### src/rtl/fifo_thresh_pkg.sv
package fifo_thresh_pkg;

  typedef enum logic [1:0] {
    REG_DATA   = 2'd0,
    REG_STAT   = 2'd1,
    REG_MASK   = 2'd2,
    REG_BUFCFG = 2'd3
  } reg_sel_e;

  // status bit positions owned by the threshold logic
  localparam int STAT_RX_BIT = 10;
  localparam int STAT_TX_BIT = 11;

  // buffer configuration field positions
  localparam int CFG_RXDMA_BIT = 15;
  localparam int CFG_HI_LSB    = 8;
  localparam int CFG_TXDMA_BIT = 7;
  localparam int CFG_LO_LSB    = 0;

endpackage

### src/rtl/fifo_store.sv
module fifo_store #(
  parameter int DEPTH = 32,
  parameter int W     = 16
) (
  input  logic                     clk,
  input  logic                     rst_n,
  input  logic                     push,
  input  logic [W-1:0]             push_data,
  input  logic                     pop,
  output logic [W-1:0]             head,
  output logic [$clog2(DEPTH):0]   occ
);
  localparam int AW = $clog2(DEPTH);
  localparam int CW = AW + 1;

  logic [W-1:0]  mem [DEPTH];
  logic [AW-1:0] rd_ptr;
  logic [CW-1:0] cnt;
  logic [AW-1:0] wr_idx;

  // write position wraps with the pointer width (DEPTH is a power of two)
  assign wr_idx = rd_ptr + cnt[AW-1:0];

  always_ff @(posedge clk) begin
    if (push) mem[wr_idx] <= push_data;
  end

  always_ff @(posedge clk or negedge rst_n) begin
    if (!rst_n) begin
      rd_ptr <= '0;
      cnt    <= '0;
    end else begin
      if (pop) rd_ptr <= rd_ptr + AW'(1);
      cnt <= cnt + CW'(push) - CW'(pop);
    end
  end

  assign head = mem[rd_ptr];
  assign occ  = cnt;
endmodule

### src/rtl/thresh_eval.sv
module thresh_eval #(
  parameter int DEPTH = 32
) (
  input  logic [$clog2(DEPTH):0]   occ,
  input  logic [$clog2(DEPTH)-1:0] hi_lvl,
  input  logic [$clog2(DEPTH)-1:0] lo_lvl,
  input  logic                     rx_dma_en,
  input  logic                     tx_dma_en,
  input  logic                     xfer_active,
  input  logic                     xfer_dir,
  output logic                     rx_flag_n,
  output logic                     tx_flag_n,
  output logic                     rx_req_n,
  output logic                     tx_req_n
);
  localparam int CW = $clog2(DEPTH) + 1;

  logic idle, rx_hit, tx_hit;
  logic [1:0] hit, dma, flag_v, req_v;

  always_comb begin
    idle   = !xfer_active && (occ == '0);
    rx_hit = !idle &&  xfer_dir && (occ > CW'(hi_lvl));
    tx_hit = !idle && !xfer_dir && (occ < CW'(lo_lvl));
    hit    = {tx_hit, rx_hit};
    dma    = {tx_dma_en, rx_dma_en};
  end

  // the same routing applies per direction: DMA line or status flag
  for (genvar d = 0; d < 2; d++) begin : g_route
    assign req_v[d]  = hit[d] &&  dma[d];
    assign flag_v[d] = hit[d] && !dma[d];
  end

  assign rx_req_n  = req_v[0];
  assign tx_req_n  = req_v[1];
  assign rx_flag_n = flag_v[0];
  assign tx_flag_n = flag_v[1];
endmodule

### src/rtl/stat_ctrl.sv
module stat_ctrl
  import fifo_thresh_pkg::*;
#(
  parameter int SW = 16
) (
  input  logic          clk,
  input  logic          rst_n,
  input  logic          fifo_evt,
  input  logic          cfg_wr,
  input  logic          cfg_rx_dma,
  input  logic          cfg_tx_dma,
  input  logic          xfer_active,
  input  logic          stat_wr,
  input  logic          mask_wr,
  input  logic [SW-1:0] wdata,
  input  logic [SW-1:0] evt_set,
  input  logic          rx_flag_n,
  input  logic          tx_flag_n,
  input  logic          rx_req_n,
  input  logic          tx_req_n,
  output logic [SW-1:0] status,
  output logic [SW-1:0] mask,
  output logic          rx_req,
  output logic          tx_req,
  output logic          eval_pend,
  output logic          irq
);
  localparam logic [SW-1:0] THR_BITS =
    (SW'(1) << STAT_RX_BIT) | (SW'(1) << STAT_TX_BIT);

  logic          act_q;
  logic [SW-1:0] stat_nxt;

  always_comb begin
    stat_nxt = status;
    if (eval_pend) begin
      stat_nxt[STAT_RX_BIT] = rx_flag_n;
      stat_nxt[STAT_TX_BIT] = tx_flag_n;
    end
    if (stat_wr) stat_nxt = stat_nxt & ~wdata;
    stat_nxt = stat_nxt | (evt_set & ~THR_BITS);
    if (cfg_wr && cfg_rx_dma) stat_nxt[STAT_RX_BIT] = 1'b0;
    if (cfg_wr && cfg_tx_dma) stat_nxt[STAT_TX_BIT] = 1'b0;
  end

  always_ff @(posedge clk or negedge rst_n) begin
    if (!rst_n) begin
      status    <= '0;
      mask      <= '0;
      rx_req    <= 1'b0;
      tx_req    <= 1'b0;
      eval_pend <= 1'b0;
      act_q     <= 1'b0;
    end else begin
      status    <= stat_nxt;
      act_q     <= xfer_active;
      eval_pend <= fifo_evt || cfg_wr || (xfer_active != act_q);
      if (mask_wr) mask <= wdata;
      if (eval_pend) begin
        rx_req <= rx_req_n;
        tx_req <= tx_req_n;
      end
    end
  end

  assign irq = |(status & mask);
endmodule

### src/rtl/fifo_thresh_dma.sv
module fifo_thresh_dma
  import fifo_thresh_pkg::*;
#(
  parameter int DEPTH = 32,
  parameter int W     = 16
) (
  input  logic         clk,
  input  logic         rst_n,
  input  logic         reg_wr,
  input  logic         reg_rd,
  input  logic [1:0]   reg_addr,
  input  logic [W-1:0] reg_wdata,
  output logic [W-1:0] reg_rdata,
  input  logic         xfer_active,
  input  logic         xfer_dir,
  input  logic         card_rx_valid,
  output logic         card_rx_ready,
  input  logic [W-1:0] card_rx_data,
  output logic         card_tx_valid,
  input  logic         card_tx_ready,
  output logic [W-1:0] card_tx_data,
  input  logic [W-1:0] evt_set,
  output logic         rx_dma_req,
  output logic         tx_dma_req,
  output logic         irq
);
  localparam int LW = $clog2(DEPTH);
  localparam int CW = LW + 1;

  reg_sel_e      sel;
  logic          rx_mode, tx_mode;
  logic          host_push, host_pop, card_push, card_pop;
  logic          push, pop;
  logic [W-1:0]  push_data, head;
  logic [CW-1:0] occ;
  logic          cfg_wr, stat_wr, mask_wr;
  logic          cfg_rx_dma, cfg_tx_dma;
  logic [LW-1:0] cfg_hi, cfg_lo;
  logic          rx_flag_n, tx_flag_n, rx_req_n, tx_req_n;
  logic [W-1:0]  stat_q, mask_q, cfg_view;
  logic          eval_pend;

  assign sel     = reg_sel_e'(reg_addr);
  assign rx_mode = xfer_active &&  xfer_dir;
  assign tx_mode = xfer_active && !xfer_dir;

  // push and pop source selection
  assign card_rx_ready = rx_mode && (occ < CW'(DEPTH));
  assign card_push     = card_rx_valid && card_rx_ready;
  assign host_push     = reg_wr && (sel == REG_DATA) && !rx_mode && (occ < CW'(DEPTH));
  assign push          = card_push || host_push;
  assign push_data     = rx_mode ? card_rx_data : reg_wdata;

  assign card_tx_valid = tx_mode && (occ != '0);
  assign card_pop      = card_tx_valid && card_tx_ready;
  assign host_pop      = reg_rd && (sel == REG_DATA) && !tx_mode && (occ != '0);
  assign pop           = card_pop || host_pop;
  assign card_tx_data  = head;

  assign cfg_wr  = reg_wr && (sel == REG_BUFCFG);
  assign stat_wr = reg_wr && (sel == REG_STAT);
  assign mask_wr = reg_wr && (sel == REG_MASK);

  fifo_store #(.DEPTH(DEPTH), .W(W)) u_store (
    .clk(clk), .rst_n(rst_n),
    .push(push), .push_data(push_data),
    .pop(pop), .head(head), .occ(occ)
  );

  // buffer configuration register
  always_ff @(posedge clk or negedge rst_n) begin
    if (!rst_n) begin
      cfg_rx_dma <= 1'b0;
      cfg_tx_dma <= 1'b0;
      cfg_hi     <= '1;
      cfg_lo     <= '0;
    end else if (cfg_wr) begin
      cfg_rx_dma <= reg_wdata[CFG_RXDMA_BIT];
      cfg_tx_dma <= reg_wdata[CFG_TXDMA_BIT];
      cfg_hi     <= reg_wdata[CFG_HI_LSB +: LW];
      cfg_lo     <= reg_wdata[CFG_LO_LSB +: LW];
    end
  end

  always_comb begin
    cfg_view = '0;
    cfg_view[CFG_RXDMA_BIT]    = cfg_rx_dma;
    cfg_view[CFG_TXDMA_BIT]    = cfg_tx_dma;
    cfg_view[CFG_HI_LSB +: LW] = cfg_hi;
    cfg_view[CFG_LO_LSB +: LW] = cfg_lo;
  end

  thresh_eval #(.DEPTH(DEPTH)) u_eval (
    .occ(occ), .hi_lvl(cfg_hi), .lo_lvl(cfg_lo),
    .rx_dma_en(cfg_rx_dma), .tx_dma_en(cfg_tx_dma),
    .xfer_active(xfer_active), .xfer_dir(xfer_dir),
    .rx_flag_n(rx_flag_n), .tx_flag_n(tx_flag_n),
    .rx_req_n(rx_req_n), .tx_req_n(tx_req_n)
  );

  stat_ctrl #(.SW(W)) u_stat (
    .clk(clk), .rst_n(rst_n),
    .fifo_evt(push || pop), .cfg_wr(cfg_wr),
    .cfg_rx_dma(reg_wdata[CFG_RXDMA_BIT]), .cfg_tx_dma(reg_wdata[CFG_TXDMA_BIT]),
    .xfer_active(xfer_active),
    .stat_wr(stat_wr), .mask_wr(mask_wr), .wdata(reg_wdata), .evt_set(evt_set),
    .rx_flag_n(rx_flag_n), .tx_flag_n(tx_flag_n),
    .rx_req_n(rx_req_n), .tx_req_n(tx_req_n),
    .status(stat_q), .mask(mask_q),
    .rx_req(rx_dma_req), .tx_req(tx_dma_req),
    .eval_pend(eval_pend), .irq(irq)
  );

  always_comb begin
    unique case (sel)
      REG_DATA:   reg_rdata = head;
      REG_STAT:   reg_rdata = stat_q;
      REG_MASK:   reg_rdata = mask_q;
      REG_BUFCFG: reg_rdata = cfg_view;
      default:    reg_rdata = '0;
    endcase
  end
endmodule

### config.mk
export PLATFORM = sky130hd
export DESIGN_NAME = fifo_thresh_dma
export DESIGN_NICKNAME = d
export VERILOG_FILES = /design/src/rtl/fifo_thresh_pkg.sv /design/src/rtl/fifo_store.sv /design/src/rtl/thresh_eval.sv /design/src/rtl/stat_ctrl.sv /design/src/rtl/fifo_thresh_dma.sv
export SDC_FILE = /design/constraint.sdc
export NUM_CORES = 1
export LEC_CHECK = 0
export BUFFER_PORTS_ARGS = -buffer_cell sky130_fd_sc_hd__buf_2
export CAP_MARGIN = 20
export CORE_ASPECT_RATIO = 1.75
export CORE_UTILIZATION = 64
export CTS_CLUSTER_SIZE = 16
export DETAILED_ROUTE_END_ITERATION = 12
export PLACE_DENSITY_LB_ADDON = 0.15
export SLEW_MARGIN = 40
export SYNTH_ARGS = -nofsm -noshare
export SYNTH_HDL_FRONTEND = slang
export SYNTH_SLANG_ARGS = --single-unit
export TNS_END_PERCENT = 5
### constraint.sdc
create_clock -name clk -period 7.12 [get_ports clk]
set_clock_uncertainty 0.15 [all_clocks]
set_input_delay 0.356 -clock clk [delete_from_list [all_inputs] [get_ports clk]]
set_output_delay 0.356 -clock clk [all_outputs]
set_load 0.005 [all_outputs]
==> results.tsv <==
stage	metric	value	unit
sta	slew_viol_final	0	
power_and_ir_drop	leakage	9.26	nW
power_and_ir_drop	vdd.ir_drop.worst	396	uV
routing	wl_per_cell	29.0	um
clock_network	path_clk_slew	0.07	ns
clock_network	cts-root-buf	clkbuf_16	
sta	slew_headroom	0.429	
place	portBuffers	92	
floorplanning	io_pins	95	
power_and_ir_drop	powerDensity	388	mW/mm^2
synthesis	ys_warn_count	0	
routing	first_pass_iters	5	
routing	drc	0	
sta	worst_pin_slew	0.854	ns
global_routing	grtUsageTotal	0.317	
sta	period_share	0.668	
clock_network	cts_buffer_depth	3	
synthesis	ys.flop_type	edfxtp_1	
clock_network	cts_inserted_buffers	47	
synthesis	ys_seq_area_frac	0.722	
sta	finalSetupViolations	0	
worst_setup_path	cp_max_fo	95	
clock_network	clock_sinks	571	
routing	final_antenna_net_count	0	
routing	wl	57.3	mm
synthesis	synth_nets	1388	
floorplanning	start_util	0.648	
sta	period_minus_slack	4.76	ns
floorplanning	design.die.area	0.0373	sq mm
worst_setup_path	critical-path-top-delay-family	multiplexers	
sta	tns	0	ns
layout	layout.nets	1549	
synthesis	synth-seq-cells	571	
worst_setup_path	path_cells	buf_12 > mux4_2 > o21ai_0 > a32oi_1 > mux4_2 > buf_2	
worst_setup_path	path_common_cell	mux4_2	
global_routing	antenna_found_initial	0	
worst_setup_path	cp_data_required_time	6.61	ns
routing	drt-vias-per-instance	6.60	
sta	finalHoldViolations	0	
routing	vias	13032	
synthesis	avgSynthCellArea	17.9	sq um
synthesis	syn_area	0.0234	sq mm
worst_setup_path	cp-start-kind	flop	
layout	syn2layout_area_growth	14.6	%
synthesis	netlist_instances	1306	
synthesis	synth_edf_count	512	
routing	first_iter_violations	1186	
hold_path	holdCritPathClass	input pin to flop	
layout	drive_above_1_share	0.243	
outcome	status	completed	
clock_network	cts_tree	done	
worst_setup_path	crit_slowest_cell	dfrtp_4	
global_routing	grt_pass1_wl	84.3	mm
global_routing	grt_pass1_vias	13440	
floorplanning	die_y	255	um
worst_setup_path	criticalPathCategory	flop to primary output	
clock_network	clk_latency	0.57	ns
worst_setup_path	crit_path_end_kind	primary output	
layout	layout_commonest_cell	edfxtp_1	
place	dp_slack	2.96	ns
place	routabilityCongestion	0.896	
worst_setup_path	slowest_delay	0.81	ns
floorplanning	die_w	146	um
sta	rsz0062_at_grt	false	
flow_run	cap_violations	0	
worst_setup_path	crit_arrival	4.25	ns
sta	fmax	0.210	GHz
synthesis	async_flop_share	0.103	
sta	hold_slack	0.0964	ns
clock_network	htree_levels	2	
sta	worst_slack	2.36	ns
global_routing	grt-ovfl-total	0	
global_routing	grt_max_degree	96	
place	place_hpwl	37.9	mm
synthesis	synth_cell_types	50	
floorplanning	row_count	92	
layout	layout_common_cells	edfxtp_1 (512), mux2i_1 (144), buf_2 (92)	
floorplanning	coreArea	0.0360	sq mm
layout	diodes	0	
worst_setup_path	critPathBufInv	2	
layout	n_fill_cell	2063	
state kept, by name, indices dropped and copies added (netlist names), 5 cells and up:
register,count
cfg_hi,5
u_store.occ,6
cfg_lo,5
u_store.rd_ptr,5
u_stat.status,16
u_stat.mask,16
u_store.mem,512
tightest hold or removal path, stage by stage:
cell      delay [ns]
buf_2           0.15
o221ai_1        0.08
a31oi_1         0.07
nand2b_1        0.07
a21oi_1         0.06
final timing paths:
check / startpoint / end / slack, ns / cells after the start
max in group asynchronous: rst_n / u_store.rd_ptr[0]$_DFFE_PN0N_ / 6.09 / 3
setup reg to reg: u_store.rd_ptr[0]$_DFFE_PN0N_ / u_store.mem[4][6]$_DFFE_PP_ / 3.26 / 8
hold / removal: xfer_dir / u_stat.status[10]$_DFF_PN0_ / 0.1 / 5
setup / recovery: u_store.rd_ptr[0]$_DFFE_PN0N_ / reg_rdata[7] / 2.36 / 6
min in group asynchronous: rst_n / u_stat.mask[14]$_DFFE_PN0P_ / 0.26 / 3
hold reg to reg: u_stat.tx_req$_DFFE_PN0P_ / u_stat.tx_req$_DFFE_PN0P_ / 0.37 / 1
timing repair:
| item | 4_1_cts | 5_1_grt |
|---|---|---|
| endpoints found under the hold margin | 98 | 0 |
| buffers inserted | 0 | 0 |
| resized for setup | 0 | 0 |
| hold buffers | 46 | 0 |
power breakdown:
part | total [mW] | internal [mW] | leakage [nW] | switching, mW
Sequential | 4.08 | 3.88 | 5.26 | 0.205
Combinational | 3.76 | 1.36 | 3.27 | 2.40
Clock | 2.55 | 1.41 | 0.729 | 1.15
through the flow:
stage               utilization  area (sq um)  power, mW  cells
global placement          0.680         24500       7.70   1820
CTS                       0.742         26700       10.4   1974
global route              0.743         26800       10.7   1975
finish                    0.743         26800       10.4   1975
detailed placement        0.688         24800       7.87   1841
floorplan                     -         23400       6.34   1306
cells by family after synthesis:
group / after synthesis / share of synthesized area
xor gates and xnor gates: 14 / 0.00525
DFF: 571 / 0.722
adders and majority gates: 24 / 0.0135
and+or+nand+nor: 121 / 0.0259
buffers and inverters: 101 / 0.0244
muxes: 252 / 0.143
AOI/OAI and AO/OA: 223 / 0.0667
area by class of cell:
cell class	count	area, sq um	area share
clock buffer	57	1260	0.0469
clock inverter	30	249	0.00930
inverter	23	86.3	0.00323
multi-input combinational	634	6270	0.234
sequential	571	16900	0.630
tap	470	588	0.0220
timing repair buffer	190	1450	0.0541
cells in the mapped netlist, types with 7 or more instances:
library cell | number | area share
xnor2_1 | 8 | 0.0030
mux2i_1 | 144 | 0.062
edfxtp_1 | 512 | 0.66
a21o_1 | 21 | 0.0067
o21ai_0 | 27 | 0.0058
mux2_2 | 48 | 0.023
dfrtp_1 | 54 | 0.058
a221oi_1 | 36 | 0.013
nand3_1 | 7 | 0.0015
mux4_2 | 60 | 0.058
buf_2 | 7 | 0.0015
o21ai_1 | 18 | 0.0039
nor2b_1 | 7 | 0.0019
a22o_1 | 9 | 0.0034
a21oi_1 | 10 | 0.0021
o22ai_1 | 31 | 0.0083
o21a_1 | 15 | 0.0048
inv_1 | 23 | 0.0037
nand2_1 | 43 | 0.0069
buf_4 | 8 | 0.0026
nor3_1 | 25 | 0.0054
ha_1 | 22 | 0.012
buf_6 | 9 | 0.0043
nor2_1 | 9 | 0.0014
a211oi_1 | 15 | 0.0048
nor4_1 | 9 | 0.0024
a31oi_1 | 17 | 0.0046
clkbuf_1 | 44 | 0.0071
a32oi_1 | 16 | 0.0060
metal layers:
layer / GRT usage / wire length (um)
met3: 0.0410 / 3370
met5: 0 / 0
met1: 0.353 / 19300
met4: 0.170 / 3300
met2: 0.590 / 31300
Note: power is estimated with default switching activity, not from simulation.
